--- config.mk ---
export PLATFORM = sky130hd
export DESIGN_NAME = ethLedDriver
export DESIGN_NICKNAME = d
export VERILOG_FILES = /design/src/rtl/ethLedPkg.sv /design/src/rtl/ledTickGen.sv /design/src/rtl/ledBlinkChannel.sv /design/src/rtl/ledBlinkPath.sv /design/src/rtl/ledCtrl.sv /design/src/rtl/ethLedDriver.sv
export SDC_FILE = /design/constraint.sdc
export NUM_CORES = 1
export LEC_CHECK = 0
export ABC_AREA = 1
export BUFFER_PORTS_ARGS = -buffer_cell sky130_fd_sc_hd__buf_2
export CAP_MARGIN = 20
export CORE_MARGIN = 2
export CORE_UTILIZATION = 61
export CTS_CLUSTER_DIAMETER = 120
export DETAILED_ROUTE_END_ITERATION = 8
export PLACE_DENSITY = 0.78
export REMOVE_ABC_BUFFERS = 1
export SYNTH_ARGS = -nofsm -noshare
export SYNTH_HDL_FRONTEND = slang
export SYNTH_HIERARCHICAL = 1
export SYNTH_SLANG_ARGS = --single-unit
--- constraint.sdc ---
create_clock -name clk -period 5.2 [get_ports clk]
set_input_delay 0.52 -clock clk [delete_from_list [all_inputs] [get_ports clk]]
set_output_delay 0.52 -clock clk [all_outputs]
set_load 0.005 [all_outputs]
--- src/rtl/ethLedPkg.sv ---
package ethLedPkg;
  // strobes issued by the control to the blink datapath each cycle
  typedef struct packed {
    logic actTrig;   // accepted tx/rx activity
    logic colTrig;   // accepted collision
    logic clearAll;  // link down: wipe holds and phases
  } ledStrobes_t;

  // one prescaler tick is 1/40 s (25 ms)
  localparam int unsigned TICKS_PER_SEC  = 40;
  // half-period lengths in ticks: 50 ms for 10 Hz, 25 ms for 20 Hz
  localparam int unsigned ACT_HALF_TICKS = 2;
  localparam int unsigned COL_HALF_TICKS = 1;
  // hold length as a divisor of the clock rate (1/10 s)
  localparam int unsigned HOLD_DIV       = 10;
endpackage

--- src/rtl/ledTickGen.sv ---
module ledTickGen #(
  parameter int unsigned TICK_CYC = 100
) (
  input  logic clk,
  input  logic rstN,
  output logic tick
);
  localparam int unsigned CNT_W = (TICK_CYC > 2) ? $clog2(TICK_CYC) : 1;
  localparam logic [CNT_W-1:0] CNT_LAST = CNT_W'(TICK_CYC - 1);

  logic [CNT_W-1:0] divCnt;

  always_ff @(posedge clk) begin
    if (!rstN) begin
      divCnt <= '0;
    end else if (divCnt == CNT_LAST) begin
      divCnt <= '0;
    end else begin
      divCnt <= divCnt + 1'b1;
    end
  end

  assign tick = (divCnt == CNT_LAST);
endmodule

--- src/rtl/ledBlinkChannel.sv ---
module ledBlinkChannel #(
  parameter int unsigned HOLD_CYC   = 400,
  parameter int unsigned HALF_TICKS = 1
) (
  input  logic clk,
  input  logic rstN,
  input  logic trig,
  input  logic clear,
  input  logic tick,
  output logic live,
  output logic lit
);
  localparam int unsigned HOLD_W = $clog2(HOLD_CYC + 1);
  localparam int unsigned TC_W   = (HALF_TICKS > 1) ? $clog2(HALF_TICKS) : 1;
  localparam logic [HOLD_W-1:0] HOLD_LOAD = HOLD_W'(HOLD_CYC);
  localparam logic [TC_W-1:0]   TC_LAST   = TC_W'(HALF_TICKS - 1);

  logic [HOLD_W-1:0] holdCnt;
  logic [TC_W-1:0]   tickCnt;
  logic              phaseOn;
  logic              idle;

  assign idle = (holdCnt == '0);

  always_ff @(posedge clk) begin
    if (!rstN || clear) begin
      holdCnt <= '0;
      tickCnt <= '0;
      phaseOn <= 1'b0;
    end else begin
      // retriggerable hold
      if (trig) begin
        holdCnt <= HOLD_LOAD;
      end else if (!idle) begin
        holdCnt <= holdCnt - 1'b1;
      end
      // phase: fresh burst starts lit, otherwise follow the shared tick
      if (trig && idle) begin
        phaseOn <= 1'b1;
        tickCnt <= '0;
      end else if (tick) begin
        if (tickCnt == TC_LAST) begin
          tickCnt <= '0;
          phaseOn <= ~phaseOn;
        end else begin
          tickCnt <= tickCnt + 1'b1;
        end
      end
    end
  end

  assign live = !idle;
  assign lit  = !idle && phaseOn;
endmodule

--- src/rtl/ledBlinkPath.sv ---
module ledBlinkPath
  import ethLedPkg::*;
#(
  parameter int unsigned CLK_HZ = 25_000_000
) (
  input  logic        clk,
  input  logic        rstN,
  input  ledStrobes_t stb,
  output logic        actLive,
  output logic        actLit,
  output logic        colLive,
  output logic        colLit
);
  localparam int unsigned TICK_CYC = CLK_HZ / TICKS_PER_SEC;
  localparam int unsigned HOLD_CYC = CLK_HZ / HOLD_DIV;
  localparam int unsigned N_CH     = 2;

  logic            tick;
  logic [N_CH-1:0] trigV;
  logic [N_CH-1:0] liveV;
  logic [N_CH-1:0] litV;

  ledTickGen #(.TICK_CYC(TICK_CYC)) u_tick (
    .clk  (clk),
    .rstN (rstN),
    .tick (tick)
  );

  // channel 0: activity, channel 1: collision
  assign trigV = {stb.colTrig, stb.actTrig};

  for (genvar ch = 0; ch < N_CH; ch++) begin : g_ch
    localparam int unsigned HALF = (ch == 0) ? ACT_HALF_TICKS : COL_HALF_TICKS;
    ledBlinkChannel #(
      .HOLD_CYC   (HOLD_CYC),
      .HALF_TICKS (HALF)
    ) u_chan (
      .clk   (clk),
      .rstN  (rstN),
      .trig  (trigV[ch]),
      .clear (stb.clearAll),
      .tick  (tick),
      .live  (liveV[ch]),
      .lit   (litV[ch])
    );
  end

  assign actLive = liveV[0];
  assign actLit  = litV[0];
  assign colLive = liveV[1];
  assign colLit  = litV[1];
endmodule

--- src/rtl/ledCtrl.sv ---
module ledCtrl
  import ethLedPkg::*;
(
  input  logic        linkUp,
  input  logic        speed100,
  input  logic        fullDuplex,
  input  logic        txPulse,
  input  logic        rxPulse,
  input  logic        colPulse,
  input  logic        actLit,
  input  logic        colLive,
  input  logic        colLit,
  output ledStrobes_t stb,
  output logic        ledLinkSpd,
  output logic        ledAct,
  output logic        ledDupCol
);
  always_comb begin
    // collision wins over a coincident frame strobe
    stb.actTrig  = linkUp && (txPulse || rxPulse) && !colPulse;
    stb.colTrig  = linkUp && colPulse;
    stb.clearAll = !linkUp;
  end

  always_comb begin
    ledLinkSpd = linkUp && !speed100;
    ledAct     = linkUp && actLit;
    if (!linkUp) begin
      ledDupCol = 1'b0;
    end else if (colLive) begin
      ledDupCol = colLit;
    end else begin
      ledDupCol = fullDuplex;
    end
  end
endmodule

--- src/rtl/ethLedDriver.sv ---
module ethLedDriver
  import ethLedPkg::*;
#(
  parameter int unsigned CLK_HZ = 25_000_000
) (
  input  logic clk,
  input  logic rstN,
  input  logic linkUp,
  input  logic speed100,
  input  logic fullDuplex,
  input  logic txPulse,
  input  logic rxPulse,
  input  logic colPulse,
  output logic ledLinkSpd,
  output logic ledAct,
  output logic ledDupCol
);
  ledStrobes_t stb;
  logic actLive;
  logic actLit;
  logic colLive;
  logic colLit;

  ledCtrl u_ctrl (
    .linkUp     (linkUp),
    .speed100   (speed100),
    .fullDuplex (fullDuplex),
    .txPulse    (txPulse),
    .rxPulse    (rxPulse),
    .colPulse   (colPulse),
    .actLit     (actLit),
    .colLive    (colLive),
    .colLit     (colLit),
    .stb        (stb),
    .ledLinkSpd (ledLinkSpd),
    .ledAct     (ledAct),
    .ledDupCol  (ledDupCol)
  );

  ledBlinkPath #(.CLK_HZ(CLK_HZ)) u_path (
    .clk     (clk),
    .rstN    (rstN),
    .stb     (stb),
    .actLive (actLive),
    .actLit  (actLit),
    .colLive (colLive),
    .colLit  (colLit)
  );
endmodule

Word level (Yosys, flattened, before mapping)
Cells that the tools add are included.

Bits in registers: 68. Bits of input ports: 8. Logic and storage cells: 64.

Add/sub/neg operators: 5. Eq/ne operators: 4. Multiplexer cells: 14. Bitwise logic cells: 3. Reductions and logical operators: 29.

Operator list (number): two-way mux 22 bit (4); zero test 22 bit (2); subtractor 22 x 1 -> 22 bit (second input constant) (2); adder 20 x 1 -> 20 bit (second input constant) (1); == test 20 bit (second input constant) (1); two-way mux 1 bit (10); OR reduction 2 bit (5); logical AND 1 bit (9); zero test 1 bit (6); nonzero test 2 bit (3); inequality test 2 bit (second input constant) (2); AND reduction 2 bit (2); NOT 1 bit (3); adder 1 bit (second input constant) (2); logical OR 1 bit (2); inequality test 2 x 1 -> 1 bit (second input constant) (1).

Depth between registers and ports, before layout
Gate-level depths: netlist of the first run.

Word-level depth: 6. Depth in mapped cells: 12. Mapped depth without buffers: 11.

Cells and area by module
The synthesis of the first run kept the hierarchy.

By module, submodules not included: ledBlinkChannel at u_path.g_ch[0].u_chan (instances 1, cells each 218, area an instance 1488.9 µm², sequential area each 480.5 µm²); ledBlinkChannel at u_path.g_ch[1].u_chan (instances 1, cells each 214, area an instance 1451.4 µm², sequential area each 460.4 µm²); ledTickGen (instances 1, cells each 153, area an instance 1096.1 µm², sequential area each 400.4 µm²); ledCtrl (instances 1, cells each 15, area an instance 56.3 µm², sequential area each 0.0 µm²).

Worst setup path before layout of the first run
Ideal clock, no wire load.

Kind: reg-to-output. Start point: reg u_path.g_ch[1].u_chan.holdCnt[0]. End point: out ledDupCol. Data arrival time: 1.283 ns. Slack: 3.397 ns. Cell stages (with the launch flop): 13. Path buffers: 1. Cells stage by stage: dfxtp_1 -> inv_2 -> ha_1 -> nand2_1 -> nor2_2 -> nand3_4 -> buf_6 -> nand2_1 -> inv_2 -> inv_1 -> nand2_1 -> nand2_1 -> nor2_1.

Cells in the longest elaborated chain, start to end: 5.

Ends and longest elaborated chain: start, declared (RTL line ledBlinkChannel.sv:18) `logic [HOLD_W-1:0] holdCnt;`; start signal, assigned (RTL line ledBlinkChannel.sv:35) `holdCnt <= holdCnt - 1'b1;`; zero test 22 bit (RTL line ledBlinkChannel.sv:23) `assign idle = (holdCnt == '0);`; zero test 1 bit (RTL line ledBlinkChannel.sv:53) `assign lit = !idle && phaseOn;`; logical AND 1 bit (RTL line ledBlinkChannel.sv:53); named net colLit (RTL line ethLedDriver.sv:22) `logic colLit;`; two-way mux 1 bit (RTL line ledCtrl.sv:30) `end else if (colLive) begin`; two-way mux 1 bit (RTL line ledCtrl.sv:28) `if (!linkUp) begin`; end, declared (RTL line ethLedDriver.sv:16) `output logic ledDupCol`.

The timed path passes the listed nets, and every way through them passes these cells.

Worst setup path after layout of the first run
Ends and elaborated chain as after synthesis.

==> run summary, run 1 <==
Skew-Pair Late Insertion Delay: 0.33 ns
H-tree levels: 3
Sequential area share after synthesis: 32.8%
Dpl ws: 3.18 ns
Row cnt: 29
Pleak: 1.96 nW
Synth top area share: 32.8%
EDFF count, synth: 0
Comb pwr share: 54.4%
Mapped Avg Cell Area: 6.82 µm²
Hold Path Sink: u_path/g_ch[1].u_chan/holdCnt[0]$_SDFFE_PP0P_
Total CTS buffers: 9
WL/cell: 13.2 µm
Maximum fanout along the worst path: 15
DR iter-0 viols: 214
TritonRoute pass-1 iters: 4
Share of layout cells above drive strength 1: 18.5%
Die Area: 7380 µm²
Sum Neg Setup Slack: 0 ns
Syn Std Cell Area: 4090 µm²
Post-DRT Antenna Nets: 0
Buffers on Ports: 10
Final worst slack: 2.86 ns
Ys Warns: 6
Crit path top cell by count: nand2_1
Overall Global Routing Usage: 27.1%
Synth cell count leaders: 133 x nand2_1, 109 x nor2_1, 67 x dfxtp_1
Worst-path clk slew: 0.07 ns
CP top delay family: simple AND/OR/NAND/NOR gates
Final hold viol count: 0
Critical Path AT: 1.82 ns
N_diodes: 0
Largest net degree at the start of global routing: 20
Synth area leader: dfxtp_1
Post-synth cell types: 31
Min-Delay Path Class: reg2reg
CORE AREA: 6420 µm²
Worst-Margin Slew: 0.639 ns
Switching power: 0.00109 W
CTS root buffer: clkbuf_8
Worst r2r src: u_path/u_tick/divCnt[0]$_SDFF_PP0_
Startpoint Class: register
Clock power share: 17.0%
Final period util: 45.0%
Die W: 85.9 µm
Register-to-register setup slack: 3.21 ns
Mapped Cells: 600
Primary FF master, synth: dfxtp_1
CP max-delay cell: dfxtp_1
Achievable Freq: 428 MHz
CTS resizes: 0
Peak VDD IR: 0.406 mV
Run status: completed
Clock skew: 0.00659 ns
Most numerous cell in the Yosys netlist: nand2_1
Endpoint type of the worst setup path: primary output
DR vias: 3744
Routability Congestion: 1.01
I/O pin count: 11
Switching part of the total: 46.6%
Post-DP HPWL: 7100 µm
Final nets: 630
Reg2Reg Depth: 6
WP buf/inv: 4
CTS sink count: 67
PD cells: 535 nW/µm²
Layout area overhead: 6.66%
Hold Crit Start: u_path/g_ch[1].u_chan/holdCnt[0]$_SDFFE_PP0P_
Pint: 0.00125 W
Post-CTS Setup Inserts: 0
#FFs+latches synth: 67
Final WL: 9200 µm
Number of max-cap violations: 0
Sequential Power Share: 28.6%
Post-synth ARST share: 0%
Setup Viol. Count Final: 0
Worst EP required: 4.68 ns
RSZ-0062 raised after global routing: false
Setup CP Type: reg2out
Crit-path cells: inv_2, ha_1, nand2_1, nor2_2, nand3_4, nand2_1, inv_2, inv_1, nand2_1, nand2_1, nor2_1, buf_2
Worst hold path cell count: 2
WP depth: 12
Hold Buf Count CTS: 0
Post-layout min period: 2.34 ns
DR DRC count: 0
Die height: 85.9 µm
Slew margin rel.: 56.8%
Congestion Overflow GR: 0
Initial antenna violation count: 0
First-pass GRT wire length: 15900 µm
Worst reg2reg endpoint: u_path/g_ch[0].u_chan/phaseOn$_SDFFE_PP0P_
CTS tree: built
Initial core utilization: 63.7%
Critical path's largest stage delay: 0.32 ns
Vias per cell: 5.37
Max Buffers Root-to-Sink: 2
Final slew viol count: 0
Most area-consuming cells after synthesis: dfxtp_1 33%, nand2_1 12%, nor2_1 10%
Vias in the first global route: 3494
-- stage by stage --
step                      util [%]  hold slack, ns  instances  power, W  cell area, µm²
final                         68.0           0.479        697   0.00234            4370
after global routing          68.0           0.502        697   0.00253            4370
after CTS                     68.0           0.478        697   0.00233            4370
after detailed placement      65.2           0.468        682   0.00193            4190
after global placement        65.2           0.466        682   0.00189            4190
after floorplan                  -           0.455        595   0.00170            4040
-- sequential cells by signal, summed over array words and instances (netlist names) --
name and count:
u_path/g_ch.u_chan/tickCnt 1, u_path/g_ch.u_chan/holdCnt 44, u_path/u_tick/divCnt 20, u_path/g_ch.u_chan/phaseOn 2
-- metal layers --
metal	global-route usage, %	wire length [µm]
met5	0	0
met3	3.46	531
met2	42.8	4290
met1	37.6	4240
met4	10.4	140
-- cell type report --
cell class	instances	area (µm²)
Clock inverter	2	10.0
Tap cell	77	96.3
Inverter	74	279
Sequential cell	67	1340
Multi-Input combinational cell	454	2420
Clock buffer	13	169
Timing Repair Buffer	10	50.0
Fill cell	571	2060
-- power groups by stage --
stage | clock [W] | sequential (W) | combinational [W]
after CTS | 0.000406 | 0.000666 | 0.00126
after detailed placement | 0 | 0.000676 | 0.00125
after global routing | 0.000426 | 0.000678 | 0.00143
final | 0.000397 | 0.000669 | 0.00127
after floorplan | 0 | 0.000655 | 0.00104
after global placement | 0 | 0.000674 | 0.00122
-- cells in the final DEF, fill, tap and decap left out, types with 2 or more instances in the layout --
| cell | count |
|---|---|
| a21oi_1 | 31 |
| buf_2 | 10 |
| clkbuf_8 | 12 |
| clkinv_2 | 3 |
| dfxtp_1 | 67 |
| ha_1 | 6 |
| inv_1 | 63 |
| inv_2 | 10 |
| nand2_1 | 133 |
| nand2_2 | 12 |
| nand2_4 | 2 |
| nand3_1 | 41 |
| nand3_2 | 7 |
| nand3_4 | 3 |
| nand3b_1 | 6 |
| nand4_1 | 13 |
| nor2_1 | 109 |
| nor2_2 | 36 |
| nor2_4 | 9 |
| nor3_2 | 2 |
| nor3_4 | 2 |
| o21ai_0 | 5 |
| or2_2 | 4 |
| xnor2_1 | 16 |
| xor2_1 | 12 |
-- how the worst max path moves through the flow --
stage                                                   from                                         end  slack [ns]
2_1_floorplan  u_path/g_ch[1].u_chan/holdCnt[0]$_SDFFE_PP0P_                                   ledDupCol        3.46
3_3_place_gp   u_path/g_ch[1].u_chan/holdCnt[0]$_SDFFE_PP0P_                                   ledDupCol        3.24
3_5_place_dp              u_path/u_tick/divCnt[0]$_SDFF_PP0_  u_path/g_ch[0].u_chan/phaseOn$_SDFFE_PP0P_        3.18
4_1_cts        u_path/g_ch[1].u_chan/holdCnt[0]$_SDFFE_PP0P_                                   ledDupCol        2.84
5_1_grt        u_path/g_ch[1].u_chan/holdCnt[0]$_SDFFE_PP0P_                                   ledDupCol        2.66
6_report       u_path/g_ch[1].u_chan/holdCnt[0]$_SDFFE_PP0P_                                   ledDupCol        2.86
-- worst min-delay path, stage by stage, from the launching register on --
cell	delay, ns
dfxtp_1	0.32
nand2_1	0.06
a21oi_1	0.05
-- logic make-up after synthesis --
kind of cell,after synthesis,synth area share [%]
buf+inv,79,8.10
xor+xnor,28,5.99
simple gates,381,46.3
flops,67,32.8
fa+ha+maj,6,1.83
compound gates,39,5.04
(Power assumes the default switching activity.)
==> inputs of run 2 (changes only) <==
--- a/config.mk
+++ b/config.mk
@@ -9,10 +9,10 @@
 export BUFFER_PORTS_ARGS = -buffer_cell sky130_fd_sc_hd__buf_2
 export CAP_MARGIN = 20
 export CORE_MARGIN = 2
-export CORE_UTILIZATION = 61
+export CORE_UTILIZATION = 57
 export CTS_CLUSTER_DIAMETER = 120
 export DETAILED_ROUTE_END_ITERATION = 8
-export PLACE_DENSITY = 0.78
+export PLACE_DENSITY = 0.77
 export REMOVE_ABC_BUFFERS = 1
 export SYNTH_ARGS = -nofsm -noshare
 export SYNTH_HDL_FRONTEND = slang
==> constraint.sdc (replaced) <==
create_clock -name clk -period 2 [get_ports clk]
set_input_delay 0.2 -clock clk [delete_from_list [all_inputs] [get_ports clk]]
set_output_delay 0.2 -clock clk [all_outputs]
set_load 0.005 [all_outputs]
==> run summary, run 2 (synthesized netlist as in run 1, its figures left out) <==
Run status: completed
Max Buffers Root-to-Sink: 2 (unchanged)
Final nets: 637 (+1.1%)
N_diodes: 0 (unchanged)
Hold_ws: 0.173 ns (-0.305 ns)
Commonest cells after routing, fill and taps aside: 133 x nand2_1, 108 x nor2_1, 67 x dfxtp_1
Share of layout cells above drive strength 1: 20.5% (+2.0 points)
Vias per cell: 5.21 (-3.0%)
Post-layout min period: 1.91 ns
Slew margin rel.: 72.7% (+16 points)
CTS sink count: 67 (unchanged)
Setup CP Type: reg2out
Comb pwr share: 50.8% (-3.6 points)
Startpoint Class: register
Worst reg2reg endpoint: u_path/g_ch[1].u_chan/holdCnt[14]$_SDFFE_PP0P_
Met2 GRT Util: 43.0% (+0.17 points)
Crit path to: ledDupCol
Final hold viol count: 0 (unchanged)
Pleak: 2.03 nW (+3.6%)
CTS tree: built
Layout area overhead: 11.3%
Routability Congestion: 0.947 (-6.4%)
TritonRoute pass-1 iters: 5 (+1)
Post-DRT Antenna Nets: 0 (unchanged)
Overall Global Routing Usage: 25.0% (-2.1 points)
Die Area: 7870 µm² (+6.7%)
PD cells: 1460 nW/µm² (+170%)
Critical Path AT: 1.71 ns (-0.11 ns)
CORE AREA: 6870 µm² (+7.0%)
Final slew viol count: 0 (unchanged)
WL/cell: 12.8 µm (-3.3%)
Congestion Overflow GR: 0 (unchanged)
Switching part of the total: 43.8% (-2.8 points)
Post-DP HPWL: 6850 µm (-3.5%)
Sequential Power Share: 26.1% (-2.5 points)
Initial antenna violation count: 0 (unchanged)
Met1 usage: 30.5% (-7.1 points)
Worst-Margin Slew: 0.409 ns (-0.230 ns)
Largest register FFs: 44 (unchanged)
Final period util: 95.5%
Vias in the first global route: 3496 (+0.057%)
RSZ-0062 raised after global routing: true
Register-to-register setup slack: 0.26 ns (-2.95 ns)
Skew-Pair Late Insertion Delay: 0.35 ns (+0.02 ns)
DR DRC count: 0 (unchanged)
Number of max-cap violations: 0 (unchanged)
Largest net degree at the start of global routing: 20 (unchanged)
H-tree levels: 3 (unchanged)
Maximum fanout along the worst path: 4 (-11)
Row cnt: 30 (+3.4%)
Die W: 88.7 µm (+3.3%)
Min-Delay Path Class: in2reg
Hold Buf Count CTS: 0 (unchanged)
Clock power share: 23.0% (+6.0 points)
First-pass GRT wire length: 15300 µm (-3.7%)
DR vias: 3774 (+0.80%)
Largest reg by FF count: u_path/g_ch.u_chan/holdCnt
Worst-path clk slew: 0.08 ns (about the same)
Worst r2r src: u_path/g_ch[1].u_chan/holdCnt[0]$_SDFFE_PP0P_
Clock skew: 0.0117 ns (+0.00513 ns)
Achievable Freq: 524 MHz
Total CTS buffers: 9 (unchanged)
Switching power: 0.00291 W (+170%)
Placed insts: 703 (+3.1%)
Worst EP required: 1.80 ns (-2.88 ns)
I/O pin count: 11 (unchanged)
Pint: 0.00374 W (+200%)
Peak VDD IR: 0.976 mV (+140%)
Initial core utilization: 59.6% (-4.1 points)
Buffers on Ports: 10 (unchanged)
Largest registers: u_path/g_ch.u_chan/holdCnt (44), u_path/u_tick/divCnt (20), u_path/g_ch.u_chan/phaseOn (2)
Endpoint type of the worst setup path: primary output
CP Launch Point: u_path/g_ch[1].u_chan/holdCnt[2]$_SDFFE_PP0P_
Reg2Reg Depth: 11 (+5)
Worst hold path cell count: 3 (+1)
GRT met3 Usage: 5.50% (+2.0 points)
Final Util: 66.3% (-1.6 points)
Global-route layer with the greatest usage: met2
Final WL: 9250 µm (+0.49%)
Setup Viol. Count Final: 0 (unchanged)
DR iter-0 viols: 227 (+6.1%)
Commonest non-fill, non-tap cell in the layout: nand2_1
CTS root buffer: clkbuf_8
Non-Filler Instances: 724 (+3.9%)
Die height: 88.7 µm (+3.3%)
[run 2: cell count changes in the layout (fill, tap and decap cells not counted), moves of 2 or more]
cell       change
clkinv_2       -2
inv_2          +3
buf_4          +7
bufinv_16      +4
inv_1          -3
clkbuf_8       -2
[run 2: routing by layer]
| metal | part of all wire (%) | vias up | wire, µm |
|---|---|---|---|
| li1 | - | 1922 | - |
| met1 | 45 | 1718 | 4170 |
| met2 | 48 | 110 | 4430 |
| met3 | 5.0 | 24 | 463 |
| met4 | 2.0 | 0 | 187 |
| met5 | 0 | - | 0 |
[run 2: worst min path at each step]
stage	startpoint	end	slack, ns
after floorplan	rstN	u_path/u_tick/divCnt[19]$_SDFF_PP0_	0.34
after global placement	u_path/g_ch[1].u_chan/holdCnt[0]$_SDFFE_PP0P_	u_path/g_ch[1].u_chan/holdCnt[0]$_SDFFE_PP0P_	0.46
after detailed placement	u_path/g_ch[1].u_chan/holdCnt[0]$_SDFFE_PP0P_	u_path/g_ch[1].u_chan/holdCnt[0]$_SDFFE_PP0P_	0.47
after CTS	rstN	u_path/u_tick/divCnt[19]$_SDFF_PP0_	0.16
after global routing	rstN	u_path/u_tick/divCnt[19]$_SDFF_PP0_	0.18
final	rstN	u_path/u_tick/divCnt[19]$_SDFF_PP0_	0.17
[run 2: power by group through the flow]
stage,clock [W],sequential [W],combinational (W)
2_1_floorplan,0,0.00170,0.00270
3_3_place_gp,0,0.00175,0.00318
3_5_place_dp,0,0.00175,0.00325
4_1_cts,0.00155,0.00173,0.00328
5_1_grt,0.00160,0.00175,0.00377
6_report,0.00153,0.00174,0.00338
[run 2: layout make-up]
class | count | area [µm²]
Timing Repair Buffer | 17 | 103
Clock buffer | 10 | 138
Inverter | 74 | 279
Multi-Input combinational cell | 454 | 2440
Sequential cell | 67 | 1340
Tap cell | 96 | 120
Fill cell | 577 | 2310
Clock inverter | 6 | 136
[run 2: stage by stage]
step	cell area [µm²]	TNS (ns)	setup slack [ns]	total power, W
floorplan	4040	0	0.356	0.00441
global placement	4230	0	0.394	0.00493
detailed placement	4230	0	0.343	0.00500
CTS	4510	0	0.00335	0.00656
global route	4560	-0.0257	-0.0257	0.00713
finish	4560	0	0.0910	0.00665
[run 2: what timing repair did]
item / in CTS / in global routing
cloned: 0 / 0
pin swaps: 0 / 4
setup buffers: 0 / 5
setup endpoints to repair: 1 / 2
gates resized for setup: 2 / 5
[run 2: critical path, cell delays in order (launching register included)]
cell	delay (ns)
dfxtp_1	0.37
nor2_4	0.18
nand2_1	0.09
nor2_2	0.12
nand2_2	0.09
nor2_4	0.15
inv_2	0.06
nand2_1	0.06
nand2_1	0.04
nor2_1	0.08
buf_2	0.11
